===== src/rtl/mdio_pkg.sv =====
package mdio_pkg;
    localparam int unsigned CMD_W    = 32;
    localparam int unsigned DATA_W   = 16;
    localparam int unsigned PRE_LEN  = 32;
    localparam int unsigned DIV_W    = 6;
    localparam int unsigned HOLD_W   = 3;
    localparam int unsigned DIV_LSB  = 1;
    localparam int unsigned HOLD_LSB = 8;
    localparam logic [1:0]  OP_READ  = 2'b10;

    typedef enum logic [1:0] {
        REG_CMD = 2'd0,
        REG_EVT = 2'd1,
        REG_SPD = 2'd2
    } reg_sel_e;
endpackage


===== src/rtl/mdio_mdc_gen.sv =====
module mdio_mdc_gen #(
    parameter int unsigned DIV_W = 6
) (
    input  logic             clk,
    input  logic             rst_n,
    input  logic             run_i,
    input  logic [DIV_W-1:0] div_i,
    output logic             mdc_o,
    output logic             rise_o,
    output logic             fall_o
);
    typedef struct packed {
        logic [DIV_W-1:0] cnt;
        logic             mdc;
    } gen_st_t;

    gen_st_t st_d, st_q;
    logic    wrap;

    always_comb begin
        st_d = st_q;
        wrap = (st_q.cnt == div_i - 1'b1);
        if (!run_i) begin
            st_d = '0;
        end else if (wrap) begin
            st_d.cnt = '0;
            st_d.mdc = ~st_q.mdc;
        end else begin
            st_d.cnt = st_q.cnt + 1'b1;
        end
        rise_o = run_i && wrap && !st_q.mdc;
        fall_o = run_i && wrap &&  st_q.mdc;
    end

    always_ff @(posedge clk or negedge rst_n) begin
        if (!rst_n) st_q <= '0;
        else        st_q <= st_d;
    end

    assign mdc_o = st_q.mdc;
endmodule


===== src/rtl/mdio_frame_eng.sv =====
module mdio_frame_eng #(
    parameter int unsigned CMD_W   = 32,
    parameter int unsigned DATA_W  = 16,
    parameter int unsigned PRE_LEN = 32,
    parameter int unsigned HOLD_W  = 3
) (
    input  logic              clk,
    input  logic              rst_n,
    input  logic              start_i,
    input  logic [CMD_W-1:0]  cmd_i,
    input  logic [HOLD_W-1:0] hold_i,
    input  logic              rise_i,
    input  logic              fall_i,
    input  logic              mdio_i,
    output logic              busy_o,
    output logic              done_o,
    output logic              is_rd_o,
    output logic [DATA_W-1:0] rdat_o,
    output logic              mdo_o,
    output logic              oe_o
);
    import mdio_pkg::OP_READ;

    localparam int unsigned FRAME_LEN = PRE_LEN + CMD_W;
    localparam int unsigned BIT_W     = $clog2(FRAME_LEN);
    localparam logic [BIT_W-1:0] PRE_IDX  = BIT_W'(PRE_LEN);
    localparam logic [BIT_W-1:0] REL_IDX  = BIT_W'(FRAME_LEN - DATA_W - 2);
    localparam logic [BIT_W-1:0] DAT_IDX  = BIT_W'(FRAME_LEN - DATA_W);
    localparam logic [BIT_W-1:0] LAST_IDX = BIT_W'(FRAME_LEN - 1);

    typedef struct packed {
        logic              busy;
        logic              is_rd;
        logic              pend;
        logic [HOLD_W-1:0] hcfg;
        logic [HOLD_W-1:0] hold;
        logic [BIT_W-1:0]  bitn;
        logic [CMD_W-1:0]  sh;
        logic [DATA_W-1:0] rdat;
        logic              mdo;
        logic              oe;
        logic              done;
    } eng_st_t;

    eng_st_t st_d, st_q;

    always_comb begin
        st_d      = st_q;
        st_d.done = 1'b0;
        if (!st_q.busy) begin
            if (start_i) begin
                st_d.busy  = 1'b1;
                st_d.is_rd = (cmd_i[CMD_W-3 -: 2] == OP_READ);
                st_d.sh    = cmd_i;
                st_d.bitn  = '0;
                st_d.pend  = 1'b1;
                st_d.hcfg  = hold_i;
                st_d.hold  = hold_i;
                st_d.rdat  = '0;
            end
        end else begin
            if (st_q.pend) begin
                if (st_q.hold == '0) begin
                    st_d.pend = 1'b0;
                    if (st_q.bitn < PRE_IDX) begin
                        st_d.mdo = 1'b1;
                        st_d.oe  = 1'b1;
                    end else begin
                        st_d.mdo = st_q.sh[CMD_W-1];
                        st_d.sh  = st_q.sh << 1;
                        st_d.oe  = !(st_q.is_rd && st_q.bitn >= REL_IDX);
                    end
                end else begin
                    st_d.hold = st_q.hold - 1'b1;
                end
            end
            if (rise_i && st_q.is_rd && st_q.bitn >= DAT_IDX)
                st_d.rdat = {st_q.rdat[DATA_W-2:0], mdio_i};
            if (fall_i) begin
                if (st_q.bitn == LAST_IDX) begin
                    st_d.busy = 1'b0;
                    st_d.done = 1'b1;
                    st_d.pend = 1'b0;
                    st_d.mdo  = 1'b0;
                    st_d.oe   = 1'b0;
                end else begin
                    st_d.bitn = st_q.bitn + 1'b1;
                    st_d.pend = 1'b1;
                    st_d.hold = st_q.hcfg;
                end
            end
        end
    end

    always_ff @(posedge clk or negedge rst_n) begin
        if (!rst_n) st_q <= '0;
        else        st_q <= st_d;
    end

    assign busy_o  = st_q.busy;
    assign done_o  = st_q.done;
    assign is_rd_o = st_q.is_rd;
    assign rdat_o  = st_q.rdat;
    assign mdo_o   = st_q.mdo;
    assign oe_o    = st_q.oe;

    // every preamble bit is a driven one when MDC rises
    a_r2_preamble_ones: assert property (@(posedge clk) disable iff (!rst_n)
        (st_q.busy && rise_i && st_q.bitn < PRE_IDX) |-> (st_q.mdo && st_q.oe));
    // line released for turnaround and data of a read
    a_r5_read_released: assert property (@(posedge clk) disable iff (!rst_n)
        (st_q.busy && rise_i && st_q.is_rd && st_q.bitn >= REL_IDX) |-> !st_q.oe);
    // write frames drive every bit
    a_r10_write_driven: assert property (@(posedge clk) disable iff (!rst_n)
        (st_q.busy && rise_i && !st_q.is_rd) |-> st_q.oe);
endmodule


===== src/rtl/mdio_master.sv =====
module mdio_master
    import mdio_pkg::*;
#(
    parameter int unsigned DIVW  = DIV_W,
    parameter int unsigned HOLDW = HOLD_W
) (
    input  logic        clk,
    input  logic        rst_n,
    input  logic        reg_wr_i,
    input  logic [1:0]  reg_addr_i,
    input  logic [31:0] reg_wdata_i,
    output logic [31:0] reg_rdata_o,
    output logic        mdc_o,
    output logic        mdio_o,
    output logic        mdio_oe_o,
    input  logic        mdio_i
);
    typedef struct packed {
        logic [CMD_W-1:0] cmd;
        logic             done;
        logic [DIVW-1:0]  div;
        logic [HOLDW-1:0] hold;
        logic [DIVW-1:0]  run_div;
    } top_st_t;

    top_st_t st_d, st_q;
    logic    start, cmd_wr, evt_clr;
    logic    eng_busy, eng_done, eng_is_rd, mdc_rise, mdc_fall;
    logic [DATA_W-1:0] eng_rdat;

    always_comb begin
        st_d    = st_q;
        start   = 1'b0;
        cmd_wr  = reg_wr_i && (reg_addr_i == REG_CMD);
        evt_clr = reg_wr_i && (reg_addr_i == REG_EVT) && reg_wdata_i[0];
        if (evt_clr) st_d.done = 1'b0;
        if (eng_done) begin
            st_d.done = 1'b1;
            if (eng_is_rd) st_d.cmd[DATA_W-1:0] = eng_rdat;
        end
        if (cmd_wr && !eng_busy && st_q.div != '0) begin
            st_d.cmd     = reg_wdata_i;
            st_d.run_div = st_q.div;
            start        = 1'b1;
        end
        if (reg_wr_i && reg_addr_i == REG_SPD) begin
            st_d.div  = reg_wdata_i[DIV_LSB +: DIVW];
            st_d.hold = reg_wdata_i[HOLD_LSB +: HOLDW];
        end
    end

    always_ff @(posedge clk or negedge rst_n) begin
        if (!rst_n) st_q <= '0;
        else        st_q <= st_d;
    end

    always_comb begin
        reg_rdata_o = '0;
        case (reg_addr_i)
            REG_CMD: reg_rdata_o = st_q.cmd;
            REG_EVT: reg_rdata_o = {{(CMD_W-2){1'b0}}, eng_busy, st_q.done};
            REG_SPD: begin
                reg_rdata_o[DIV_LSB +: DIVW]   = st_q.div;
                reg_rdata_o[HOLD_LSB +: HOLDW] = st_q.hold;
            end
            default: reg_rdata_o = '0;
        endcase
    end

    mdio_mdc_gen #(.DIV_W(DIVW)) mdc_gen_i (
        .clk    (clk),
        .rst_n  (rst_n),
        .run_i  (eng_busy),
        .div_i  (st_q.run_div),
        .mdc_o  (mdc_o),
        .rise_o (mdc_rise),
        .fall_o (mdc_fall)
    );

    mdio_frame_eng #(
        .CMD_W  (CMD_W),
        .DATA_W (DATA_W),
        .PRE_LEN(PRE_LEN),
        .HOLD_W (HOLDW)
    ) frame_eng_i (
        .clk     (clk),
        .rst_n   (rst_n),
        .start_i (start),
        .cmd_i   (reg_wdata_i),
        .hold_i  (st_q.hold),
        .rise_i  (mdc_rise),
        .fall_i  (mdc_fall),
        .mdio_i  (mdio_i),
        .busy_o  (eng_busy),
        .done_o  (eng_done),
        .is_rd_o (eng_is_rd),
        .rdat_o  (eng_rdat),
        .mdo_o   (mdio_o),
        .oe_o    (mdio_oe_o)
    );

    // MDC rests low outside a frame
    a_r3_mdc_idle_low: assert property (@(posedge clk) disable iff (!rst_n)
        !eng_busy |-> !mdc_o);
    // completion flag holds until a one is written to it
    a_r6_done_sticky: assert property (@(posedge clk) disable iff (!rst_n)
        (st_q.done && !evt_clr) |=> st_q.done);
    // command writes during a frame leave the command fields alone
    a_r7_busy_blocks_cmd: assert property (@(posedge clk) disable iff (!rst_n)
        (eng_busy && cmd_wr) |=> $stable(st_q.cmd[CMD_W-1:DATA_W]));
    // zero divider never launches a frame
    a_r8_div_zero_idle: assert property (@(posedge clk) disable iff (!rst_n)
        (!eng_busy && st_q.div == '0) |=> !eng_busy);
endmodule


===== config.mk =====
export PLATFORM = sky130hd
export DESIGN_NAME = mdio_master
export DESIGN_NICKNAME = d
export VERILOG_FILES = /design/src/rtl/mdio_pkg.sv /design/src/rtl/mdio_mdc_gen.sv /design/src/rtl/mdio_frame_eng.sv /design/src/rtl/mdio_master.sv
export SDC_FILE = /design/constraint.sdc
export NUM_CORES = 1
export LEC_CHECK = 0
export BUFFER_PORTS_ARGS = -buffer_cell sky130_fd_sc_hd__buf_2
export CAP_MARGIN = 20
export CORE_ASPECT_RATIO = 1.5
export CORE_UTILIZATION = 54
export CTS_BUF_LIST = sky130_fd_sc_hd__clkbuf_8
export DETAILED_ROUTE_END_ITERATION = 16
export PLACE_DENSITY = 0.77
export SLEW_MARGIN = 30
export SYNTH_ARGS = -nofsm -noshare
export SYNTH_HDL_FRONTEND = slang
export SYNTH_HIERARCHICAL = 1
export SYNTH_SLANG_ARGS = --single-unit

===== constraint.sdc =====
create_clock -name clk -period 2.3 [get_ports clk]
set_input_delay 0.115 -clock clk [delete_from_list [all_inputs] [get_ports clk]]
set_output_delay 0.115 -clock clk [all_outputs]
set_load 0.02 [all_outputs]

* Word-level counts from Yosys, hierarchy flattened
Cells that the tools add are included.
** Cells by class
- $add $sub $neg :: 4
- Order comparisons :: 3
- Equality and inequality tests :: 12
- Muxes and demuxes :: 36
- Bitwise operators :: 2
- Reduce and logical (&&, ||, !) cells :: 27
** Operators with widths (number)
- two-way mux 32 bit :: 3
- two-way mux 63 bit :: 1
- two-way mux 57 bit :: 1
- two-way mux 16 bit :: 3
- two-way mux 21 bit :: 1
- two-way mux 9 bit :: 2
- one-hot mux 6 bit (3 select lines) :: 1
- two-way mux 17 bit :: 1
- adder 6 x 1 -> 6 bit (second input constant) :: 2
- greater-or-equal comparator 6 bit (second input constant) :: 2
- logical AND 1 bit :: 12
- two-way mux 1 bit :: 12
- two-way mux 3 bit :: 4
- inequality test 2 bit (second input constant) :: 6
- nonzero test 2 bit :: 4
- two-way mux 7 bit :: 1
- equality test 6 bit :: 1
- equality test 6 bit (second input constant) :: 1
- less-than comparator 6 bit (second input constant) :: 1
- two-way mux 2 bit :: 3
- two-way mux 6 bit :: 1
- one-hot mux 3 bit (2 select lines) :: 1
- AND reduction 2 bit :: 3
- nonzero test 6 bit :: 1
- 12 further kinds :: 16
** Storage, ports and cells
- Bits in registers :: 121
- Output and inout bits :: 35

* Longest topological paths before layout
Gate-level depths: netlist (run 1).
- Depth in word-level cells :: 9
- Mapped depth :: 11

* Modules after synthesis
Netlist (run 1), hierarchy kept.
** By module, submodules not included
- mdio_frame_eng :: times used 1, cells an instance 331, area each 3163.0 sq um
- mdio_master :: times used 1, cells an instance 175, area each 2326.0 sq um
- mdio_mdc_gen :: times used 1, cells an instance 55, area each 503.0 sq um

* Worst setup path after synthesis (run 1)
Ideal clock, no wire load.
- Kind :: register to register
- Start :: reg frame_eng_i.st_q (netlist bit frame_eng_i/busy_o)
- End :: reg frame_eng_i/st_q[54] (netlist name)
- Arrival :: 2.280 ns
- Setup slack :: -0.106 ns
- Cell stages (with the launch flop) :: 9
- Buffers on the path :: 3
- Period minus slack after synthesis :: 2.406 ns
- Cells stage by stage :: dfrtp_1 > nor4b_1 > o31a_1 > buf_4 > buf_6 > buf_4 > nor2b_1 > nor2_2 > a221o_1
** Between the ends
- Longest elaborated chain between the ends :: 6
** Ends and longest elaborated chain
- from (decl) :: RTL line mdio_frame_eng.sv:45 : eng_st_t st_d, st_q;
- from (signal assigned) :: RTL line mdio_frame_eng.sv:97 : else st_q <= st_d;
- zero test 1 bit
- logical AND 1 bit (2 in series) :: RTL line mdio_master.sv:41 : if (cmd_wr && !eng_busy && st_q.div != '0) begin
- two-way mux 1 bit :: RTL line mdio_master.sv:41
- net start :: RTL line mdio_master.sv:27 : logic start, cmd_wr, evt_clr;
- nonzero test 2 bit (no line)
- AND reduction 3 bit (no line)
The timed path passes the listed nets, and every way through them passes these cells.
A chain may end at the register's enable or synchronous reset.

==> flow_summary.json, run 1 <==
{
  "outcome": "finished with violations",
  "failing_checks": "negative setup slack",
  "async_s_r_ff_share_synth": 1.000,
  "clock_insertion_delay_worst_skew_ns": 0.43,
  "synthDistinctLibCells": 62,
  "yosysWarningCount": 6,
  "max_slew.worst_pin.slew_ns": 0.5658,
  "final_min_period_ns": 2.370,
  "ios": 73,
  "synth_top_cells_by_area": "dfrtp_1 (51%), mux2_2 (10%), nand2_1 (6.7%), buf_4 (2.8%), and2_1 (2.5%)",
  "hold_viol": 0,
  "initial_antenna_violation_count": 0,
  "clock.fmax_mhz": 422.0,
  "drc": 0,
  "postSynthNetCount": 604,
  "fin_skew_ns": 0.007679,
  "worstHoldPathType": "input pin to register",
  "slew-limit-headroom": 0.6228,
  "setup_viol": 16,
  "cts-root-to-sink-buffers": 2,
  "mostFrequentLayoutCell": "dfrtp_1",
  "clock_tree.root_cell": "clkbuf_8",
  "register_to_register_setup_slack_ns": -0.07,
  "proportion_of_netlist_area_held_by_the_largest_area_contributor": 0.5053,
  "nets": 715,
  "most_frequently_used_flop_master_after_synthesis": "dfrtp_1",
  "critPathCaptureType": "register",
  "placement.setup.worst_slack_ns": -0.03891,
  "synth_top_area_cell": "dfrtp_1",
  "clock_sinks": 121,
  "synth.ff_latch_count": 121,
  "route.vias.total": 4749,
  "total_leakage_power_uw": 0.003562,
  "worst_slack_ns": -0.06956,
  "min_period_over_period": 1.030,
  "synth-seq-area-share": 0.5053,
  "drt_pass1_iterations": 5,
  "area_growth_pct": 25.43,
  "synthCells": 561,
  "num-fill-cells": 782,
  "critical_path_fanout_max": 8,
  "max-cap-violations": 0,
  "n_antenna_cell": 0,
  "die_area_um2": 11530,
  "layout.cells.most_common_list": "dfrtp_1 (119), nand2_1 (94), buf_2 (71), mux2_2 (55), dlygate4sd3_1 (34)",
  "setup.worst_path.class": "register to register",
  "start_util": 0.5597,
  "coreArea_um2": 10710,
  "gpl.final_weighted_congestion": 0.9057,
  "postRouteAntennaNets": 0,
  "tritoncts_clock_tree": "built",
  "drt-wirelength-per-cell_um": 17.93,
  "chipWidth_um": 88.01,
  "finalCoreUtilization": 0.7021,
  "number_of_synthesized_flops_with_an_enable_pin": 0,
  "slew_viol_final": 0,
  "final_cells": 829,
  "dpl.cell_count": 757,
  "crit_path_start_kind": "register",
  "finalInstanceArea_um2": 7516,
  "cts-htree-levels": 4,
  "vdd_ir_drop_max_v": 0.0006832,
  "placement_rows": 46,
  "grt_pass1_wl_um": 23340,
  "synth_area_um2": 5992,
  "avgSynthCellArea_um2": 10.68,
  "setup_total_negative_slack_ns": -0.7355,
  "final_layout_size_suffix_gt1_frac": 0.3562,
  "detail_route.wirelength_um": 14870,
  "unrepaired_setup_endpoints_after_global_routing": "yes",
  "fp.dieH_um": 131.0,
  "cts-buffers-inserted": 17,
  "port_buffers": 72,
  "placed_cell_area_um2": 6486,
  "cp_data_required_time_ns": 2.66,
  "grt_start_max_net_pins": 45,
  "grt_pass1_vias": 4862,
  "routed_via_density": 5.729,
  "path_clk_slew_ns": 0.07,
  "placed_wire_length_estimate_um": 9373,
  "arrival_ns": 2.73,
  "grt_util_all_layers": 0.2701,
  "p_per_area_nw_per_um2": 1147,
  "drt-initial-drc-count": 367,
  "grt_overflow_total": 0
}
## final timing paths
path	endpoint	from	cells past startpoint
min in group asynchronous	st_q[12]	rst_n	2
max	frame_eng_i/rdat_o[9]	st_q[1]	11
min	st_q[3]	reg_addr_i[1]	4
min reg2reg	st_q[15]	frame_eng_i/done_o	1
max reg2reg	frame_eng_i/rdat_o[9]	st_q[1]	11
max in group asynchronous	st_q[25]	rst_n	3
## worst max-delay path, stage by stage (launching register included)
cell       delay [ns]
dfrtp_1          0.39
inv_1            0.13
ha_4             0.18
nand2b_4         0.06
o211a_4          0.24
buf_6            0.11
o31a_1           0.27
nor4b_2          0.27
and3_4           0.32
clkbuf_16        0.18
nand2_2          0.05
o21ai_1          0.08
## through the flow
step	total power, uW	hold slack, ns
global placement	5996	0.1332
global route	9129	0.03451
CTS	8360	0.001890
finish	8618	0.03646
floorplan	5599	-0.1806
detailed placement	6172	0.1437
## sequential cells by signal, summed over array words and instances, names as in the netlist
signal / cells
frame_eng_i/mdo_o: 1
mdc_gen_i/st_q: 6
mdc_gen_i/mdc_o: 1
frame_eng_i/is_rd_o: 1
frame_eng_i/st_q: 45
frame_eng_i/rdat_o: 16
frame_eng_i/oe_o: 1
frame_eng_i/busy_o: 1
frame_eng_i/done_o: 1
st_q: 48
## cell families (layout without fill, tap and decap cells)
kind of cell | Yosys count | in the layout | synth area share
AOI/OAI and AO/OA | 98 | 98 | 0.1153
xor gates and xnor gates | 12 | 12 | 0.01754
adders and majority gates | 5 | 5 | 0.01044
buffers and inverters | 57 | 181 | 0.05784
DFF | 121 | 121 | 0.5053
muxes | 74 | 74 | 0.1409
and+or+nand+nor | 194 | 194 | 0.1526
## repair_timing
action                                 4_1_cts  5_1_grt
gates resized for setup                      2       43
endpoints found under the hold margin      101        0
pin swaps                                    2        9
hold buffers                                34        0
setup endpoints to repair                    5       38
buffers inserted                             0        3
gates cloned                                 0        3
## power by group
part,internal (uW),switching [uW]
clock,1210,893
sequential,3060,718
combinational,1420,1320
total,5690,2930
## Yosys cell counts (all sizes together), types with 2 or more instances
master	number
o21ai	39
nor4b	2
and3	6
o22ai	2
o2bb2ai	2
a211oi	2
inv	12
nand2	109
nor4	2
a22oi	16
or4	2
buf	37
dfrtp	121
nor2	25
mux2	62
o31a	2
nor3	5
a31oi	2
clkbuf	8
nor2b	2
nand3	6
mux2i	12
a2bb2oi	15
or2	2
and2	24
ha	5
xor2	5
nand2b	4
a21oi	6
o211a	2
xnor2	7
## metal layers
layer  up-vias  routed length [um]  global-route usage
met3        47                 726             0.06407
li1       2160                   -                   -
met4         0                 504              0.1176
met1      2346                5897              0.3133
met2       196                7740              0.4729
met5         -                   0                   0
## final cells by class
| cell class | instances | area, um2 | area share |
|---|---|---|---|
| Clock inverter | 14 | 198.9 | 0.02647 |
| Multi-Input combinational cell | 383 | 2781 | 0.3701 |
| Clock buffer | 18 | 247.7 | 0.03296 |
| Inverter | 12 | 45.04 | 0.005993 |
| Timing Repair Buffer | 137 | 1032 | 0.1373 |
| Tap cell | 144 | 180.2 | 0.02397 |
| Sequential cell | 121 | 3030 | 0.4032 |
Note: power is estimated with default switching activity, not from simulation.
==> run 2: changes to the inputs <==
SYNTH_HIERARCHICAL = unset   (was 1)
==> run 2 against run 1 <==
Net effect:
- the flow now finishes without violations
- final cell count is 6.6% higher
- fmax is 3.3% higher
- critical path depth decreased by 3
- clock skew up 0.0064 ns
- synthesized cell count grew 8.0%
- clock power decreased by 15%
- die area fell by 4.0%
- critical endpoint is now frame_eng_i.st_q[48]
- largest cell class unchanged
- largest power group unchanged
==> flow_summary.json, run 2 <==
{
  "final_layout_size_suffix_gt1_frac": 0.2275,
  "path_clk_slew_ns": 0.07,
  "setup_total_negative_slack_ns": 0,
  "arrival_ns": 2.64,
  "synth.area.mux_share": 0.06813,
  "reg2regPathDepth": 8,
  "critical_path.reg2reg.startpoint": "st_q[9]",
  "synth.ff_latch_count": 121,
  "outcome": "finished, final reports clean",
  "gpl.final_weighted_congestion": 0.8531,
  "synthDistinctLibCells": 49,
  "synth-compound-area-share": 0.1456,
  "route.vias.total": 5053,
  "cts-htree-levels": 4,
  "area_growth_pct": 28.47,
  "number_of_synthesized_flops_with_an_enable_pin": 0,
  "critical_path_fanout_max": 18,
  "total_leakage_power_uw": 0.003494,
  "critPathCaptureType": "register",
  "drt-initial-drc-count": 434,
  "globalRouteMet3Util": 0.05260,
  "max-cap-violations": 0,
  "grt_pass1_wl_um": 23270,
  "finalInstanceArea_um2": 7385,
  "layout.cells.most_common_list": "nand2_1 (162), dfrtp_1 (121), buf_2 (71), o21ai_0 (62), dlygate4sd3_1 (34)",
  "grt_start_max_net_pins": 88,
  "setup_viol": 0,
  "port_buffers": 72,
  "clock.fmax_mhz": 435.8,
  "grt_pass1_vias": 4906,
  "synth_top_area_cell": "dfrtp_1",
  "final_cells": 884,
  "avgSynthCellArea_um2": 9.485,
  "worstHoldPathType": "input pin to register",
  "synthCells": 606,
  "drt-wirelength-per-cell_um": 17.48,
  "coreArea_um2": 10250,
  "placement_rows": 45,
  "start_util": 0.5609,
  "ios": 73,
  "synth_area_um2": 5748,
  "mostFrequentLayoutCell": "nand2_1",
  "unrepaired_setup_endpoints_after_global_routing": "yes",
  "cp_data_required_time_ns": 2.65,
  "clock_tree.root_cell": "clkbuf_8",
  "synth-seq-area-share": 0.5268,
  "async_s_r_ff_share_synth": 1.000,
  "routed_via_density": 5.716,
  "p_per_area_nw_per_um2": 579.2,
  "clock_sinks": 121,
  "setup.worst_path.class": "register to register",
  "synth_top_cells_by_count": "nand2_1 (166), dfrtp_1 (121), o21ai_0 (71), a22oi_1 (31), mux2i_1 (29)",
  "tritoncts_clock_tree": "built",
  "postSynthNetCount": 650,
  "synth_top_cells_by_area": "dfrtp_1 (53%), nand2_1 (11%), o21ai_0 (6.2%), mux2i_1 (5.1%), a22oi_1 (4.0%)",
  "dpl.cell_count": 806,
  "drc": 0,
  "rr_endpoint": "frame_eng_i.st_q[48]",
  "detail_route.wirelength_um": 15460,
  "placed_wire_length_estimate_um": 9096,
  "slew-limit-headroom": 0.6176,
  "grt_util_all_layers": 0.2733,
  "most_frequently_used_flop_master_after_synthesis": "dfrtp_1",
  "top_usage_layer": "met2",
  "postRouteAntennaNets": 0,
  "synth_adder_area_share": 0.01306,
  "grtUsageMet1": 0.3277,
  "drt_pass1_iterations": 5,
  "yosys.area_share.xor_xnor": 0.02133,
  "cts-root-to-sink-buffers": 2,
  "globalRouteMet2Util": 0.4790,
  "initial_antenna_violation_count": 0,
  "placed_cell_area_um2": 6392,
  "max_flop_register": "st_q",
  "yosysWarningCount": 0,
  "hold_start": "reg_wr_i",
  "hold_viol": 0,
  "slew_viol_final": 0,
  "chipWidth_um": 86.24,
  "vdd_ir_drop_max_v": 0.0004597,
  "yosys.area_share.simple": 0.1913,
  "final_min_period_ns": 2.295,
  "whs_path_depth": 3,
  "main_combinational_cell_family_by_area_after_synthesis": "simple AND/OR/NAND/NOR gates",
  "dominant_cell_by_count_in_the_synthesized_netlist": "nand2_1",
  "cts-buffers-inserted": 17,
  "n_antenna_cell": 0,
  "fin_skew_ns": 0.01411,
  "max_slew.worst_pin.slew_ns": 0.5677,
  "min_period_over_period": 0.9978,
  "hold_end": "st_q[15]",
  "nets": 775,
  "proportion_of_netlist_area_held_by_the_largest_area_contributor": 0.5268,
  "register_to_register_setup_slack_ns": 0.005,
  "clock_insertion_delay_worst_skew_ns": 0.44,
  "grt_overflow_total": 0,
  "largest_reg_flops": 48,
  "die_area_um2": 11070,
  "fp.dieH_um": 128.4,
  "crit_path_start_kind": "register"
}
==> run 2: cell types whose count changed in the layout (fill, tap and decap cells not counted), moves of 7 or more <==
cell / delta
mux2_4: -7
a22oi_1: +14
a2bb2oi_1: -15
o21ai_0: +44
o21ai_1: -8
nand2_1: +68
nand2_2: -9
mux2_2: -46
mux2i_1: +17
==> run 2: cells by family (layout without fill, tap and decap cells) <==
logic type | count (synthesis) | count (layout)
fa+ha+maj | 6 | 6
mux | 38 | 38
flops | 121 | 121
buf+inv | 46 | 183
simple gates | 247 | 247
xor+xnor | 14 | 14
compound gates | 134 | 134
==> run 2: worst max-delay path by stage <==
stage,start,endpoint,slack [ns]
6_report,st_q[9],frame_eng_i.st_q[48],0.005
5_1_grt,st_q[9],frame_eng_i.st_q[48],-0.06
2_1_floorplan,st_q[10],frame_eng_i.st_q[42],0.07
4_1_cts,st_q[0],frame_eng_i.st_q[53],0.02
3_5_place_dp,st_q[0],frame_eng_i.st_q[55],0.02
3_3_place_gp,st_q[0],frame_eng_i.st_q[53],0.09
==> run 2: power breakdown <==
part / leakage, uW / total [uW] / switching, uW / internal [uW]
clock network: 0.000180 / 1800 / 868 / 929
registers: 0.00146 / 2190 / 37.6 / 2160
logic: 0.00185 / 287 / 155 / 131
total: 0.00349 / 4280 / 1060 / 3220
==> run 2: through the flow <==
stage	utilization	setup slack, ns	hold WS (ns)	power [uW]
after floorplan	-	0.07020	-0.1806	2320
after global placement	0.6238	0.09494	0.1787	2462
final	0.7206	0.005135	0.03669	4277
after global routing	0.7206	-0.05841	0.05036	4384
after detailed placement	0.6238	0.01657	0.1728	2467
after CTS	0.6952	0.02446	0.03087	4277
==> run 2: critical path, stage by stage, from the launching register on <==
cell	delay, ns
dfrtp_1	0.42
or4_1	0.52
o311a_1	0.40
and2_4	0.20
a31oi_4	0.19
buf_6	0.16
clkbuf_16	0.17
nand2_1	0.07
o21ai_0	0.08
==> run 2: cell type report <==
class                   count  area [um2]
clock inverters            11       98.84
clock buffers              20       275.3
inverters                   9       33.78
repair buffers            143        1170
well taps                 141       176.4
multi-input cells         439        2603
flip-flops and latches    121        3028
fillers                   727        2863
==> run 2: what timing repair did <==
action                                  in CTS  in global routing
setup buffers                                2                  5
resized for setup                            1                 30
cloned                                       0                  6
hold buffers                                34                  0
endpoints found under the setup margin       1                 35
endpoints found under the hold margin      171                  0
pin swaps                                    0                  4
==> run 2: layer usage <==
| metal | routed length [um] | up-vias | part of all wire |
|---|---|---|---|
| met5 | 0 | - | 0 |
| met4 | 476 | 0 | 0.031 |
| met3 | 607 | 45 | 0.039 |
| met2 | 8207 | 168 | 0.53 |
| met1 | 6165 | 2522 | 0.40 |
| li1 | - | 2318 | - |
==> run 3: changes to the inputs <==
ABC_AREA = 1   (was unset)
CORE_UTILIZATION = 55   (was 54)
PLACE_DENSITY = 0.78   (was 0.77)
==> run 3 against run 2 <==
Net effect:
- fmax rose by 8.6%
- core utilization shrank 3.4 points
- highest routed layer unchanged
- wire length shrank 3.9%
- sequential cell count stayed put
==> flow_summary.json, run 3 <==
{
  "clock_insertion_delay_worst_skew_ns": 0.43,
  "hold_start": "reg_wdata_i[8]",
  "storage_element_area_um2": 3029,
  "vdd_ir_drop_max_v": 0.0003774,
  "avgSynthCellArea_um2": 7.374,
  "max_slew.worst_pin.slew_ns": 0.7866,
  "grt_start_max_net_pins": 66,
  "synth-seq-area-share": 0.4953,
  "synthCells": 829,
  "critPathCaptureType": "register",
  "worstHoldPathType": "input pin to register",
  "share_clk_of_total_power": 0.424,
  "whs_path_depth": 3,
  "placement_rows": 46,
  "cts-root-to-sink-buffers": 2,
  "layout.cells.most_common_list": "nand2_1 (313), dfrtp_1 (120), inv_1 (113), o21ai_0 (96), buf_2 (71)",
  "detail_route.wirelength_um": 14850,
  "synth_top_cells_by_count": "nand2_1 (314), dfrtp_1 (121), inv_1 (111), o21ai_0 (97), nand3_1 (56)",
  "drt-initial-drc-count": 303,
  "placement.setup.worst_slack_ns": 0.1172,
  "outcome": "finished, final reports clean",
  "setup.worst_path.class": "register to register",
  "clock.fmax_mhz": 473.0,
  "grt_pass1_wl_um": 24140,
  "postSynthNetCount": 873,
  "rr_endpoint": "frame_eng_i.rdat_o[0]",
  "port_buffers": 72,
  "power.share.switching": 0.2448,
  "clock_sinks": 121,
  "synth_top_area_cell": "dfrtp_1",
  "timing.hold.ws_ns": 0.02457,
  "arrival_ns": 2.49,
  "slew-limit-headroom": 0.4712,
  "largest_reg_flops": 48,
  "mostFrequentLayoutCell": "nand2_1",
  "ios": 73,
  "hold_end": "st_q[6]",
  "cts-buffers-inserted": 17,
  "grt_pass1_vias": 5338,
  "max_flop_register": "st_q",
  "coreArea_um2": 10710,
  "area_growth_pct": 20.28,
  "synth.ff_latch_count": 121,
  "clock_tree.root_cell": "clkbuf_8",
  "final_layout_size_suffix_gt1_frac": 0.1488,
  "grt_overflow_total": 0,
  "route.vias.total": 5594,
  "drc": 0,
  "p_per_area_nw_per_um2": 574.7,
  "finalCoreUtilization": 0.6869,
  "critical_path.reg2reg.startpoint": "st_q[0]",
  "nets": 972,
  "num-fill-cells": 922,
  "slew_viol_final": 0,
  "total_switching_power_uw": 1034,
  "setup_viol": 0,
  "total_leakage_power_uw": 0.004098,
  "max-cap-violations": 0,
  "multiInputGateArea_um2": 2582,
  "path_clk_slew_ns": 0.07,
  "reg2regPathDepth": 13,
  "start_util": 0.5711,
  "share_seq_of_total_power": 0.515,
  "grt_util_all_layers": 0.2709,
  "critical_path_fanout_max": 8,
  "share_comb_of_total_power": 0.061,
  "register_to_register_setup_slack_ns": 0.19,
  "routed_via_density": 5.156,
  "proportion_of_netlist_area_held_by_the_largest_area_contributor": 0.4953,
  "crit_path_start_kind": "register",
  "cp_data_required_time_ns": 2.67,
  "die_area_um2": 11550,
  "number_of_synthesized_flops_with_an_enable_pin": 0,
  "initial_antenna_violation_count": 0,
  "fin_total_pwr_uw": 4226,
  "fp.dieH_um": 131.1,
  "n_antenna_cell": 0,
  "worst_slack_ns": 0.1860,
  "placed_cell_area_um2": 6638,
  "postRouteAntennaNets": 0,
  "hold_viol": 0,
  "power_report.internal_total_uw": 3192,
  "chipWidth_um": 88.08,
  "synth_area_um2": 6113,
  "placed_wire_length_estimate_um": 9556,
  "gpl.final_weighted_congestion": 0.8247,
  "finalInstanceArea_um2": 7353,
  "final_min_period_ns": 2.114,
  "fin_skew_ns": 0.007993,
  "async_s_r_ff_share_synth": 1.000,
  "most_frequently_used_flop_master_after_synthesis": "dfrtp_1",
  "min_period_over_period": 0.9191,
  "cts-htree-levels": 4,
  "synthDistinctLibCells": 32,
  "yosysWarningCount": 0,
  "dominant_cell_by_count_in_the_synthesized_netlist": "nand2_1",
  "drt_pass1_iterations": 5,
  "synth_top_cells_by_area": "dfrtp_1 (50%), nand2_1 (19%), o21ai_0 (7.9%), inv_1 (6.8%), nand3_1 (4.6%)",
  "tritoncts_clock_tree": "built",
  "drt-wirelength-per-cell_um": 13.69
}
==> run 3: cell count changes after synthesis, sizes merged, moves of 23 or more <==
cell | previous run | this run
nor2 | 23 | 46
and2 | 23 | 0
a22oi | 31 | 0
mux2i | 29 | 0
nand2 | 166 | 317
nand3 | 6 | 58
o21ai | 72 | 97
inv | 9 | 114
==> run 3: worst max-delay path by stage <==
stage / start / end / slack, ns / depth (start not counted)
finish: st_q[0] / frame_eng_i.rdat_o[0] / 0.19 / 13
global route: st_q[0] / frame_eng_i.st_q[58] / -0.003 / 15
CTS: st_q[0] / frame_eng_i.rdat_o[10] / 0.08 / 13
detailed placement: st_q[0] / frame_eng_i.rdat_o[10] / 0.12 / 13
global placement: st_q[0] / frame_eng_i.st_q[56] / 0.19 / 13
floorplan: st_q[0] / frame_eng_i.rdat_o[10] / 0.37 / 13
==> run 3: logic make-up after synthesis <==
logic type	after synthesis	share of synthesized area
AOI/OAI and AO/OA	112	0.09517
xor gates and xnor gates	7	0.01003
adders and majority gates	6	0.01228
buffers and inverters	151	0.09619
DFF	121	0.4953
and+or+nand+nor	432	0.2910
==> run 3: cell type report <==
type,count,share of cell area
clock inverter,15,0.01872
timing repair buffer,113,0.1031
inverter,115,0.05870
tap,144,0.02450
sequential,121,0.4119
multi-input combinational,560,0.3512
clock buffer,17,0.03182
==> run 3: repair_timing <==
action | CTS | global route
hold buffers | 25 | 0
endpoints found under the hold margin | 79 | 0
gates resized for setup | 0 | 6
buffers inserted | 0 | 3
endpoints found under the setup margin | 0 | 22
==> run 3: power by group through the flow <==
stage / Combinational (uW) / Sequential, uW / Clock, uW
3_5_place_dp: 226 / 2220 / 0
2_1_floorplan: 97.6 / 2210 / 0
5_1_grt: 288 / 2180 / 1910
4_1_cts: 259 / 2180 / 1810
3_3_place_gp: 223 / 2220 / 0
6_report: 258 / 2180 / 1790
==> run 3: through the flow <==
stage               cells  setup TNS (ns)
floorplan             829               0
global placement     1022               0
global route         1085       -0.003306
detailed placement   1022               0
CTS                  1079               0
finish               1085               0
==> run 3: per-layer routing <==
layer  wire, um  track usage
met4        404       0.1057
met3        718      0.06093
met5          0            0
met1       5949       0.3329
met2       7779       0.4556
==> run 3: critical path: stages, from the launching register on <==
cell and delay (ns):
dfrtp_1 0.42, inv_2 0.13, ha_4 0.21, nand2_1 0.06, inv_1 0.03, nor2_1 0.08, nand2_1 0.09, nor2_4 0.12
nand4_4 0.13, nor2_4 0.26, nand3_4 0.21, nand2_4 0.18, nand2_1 0.07, nand2_1 0.06
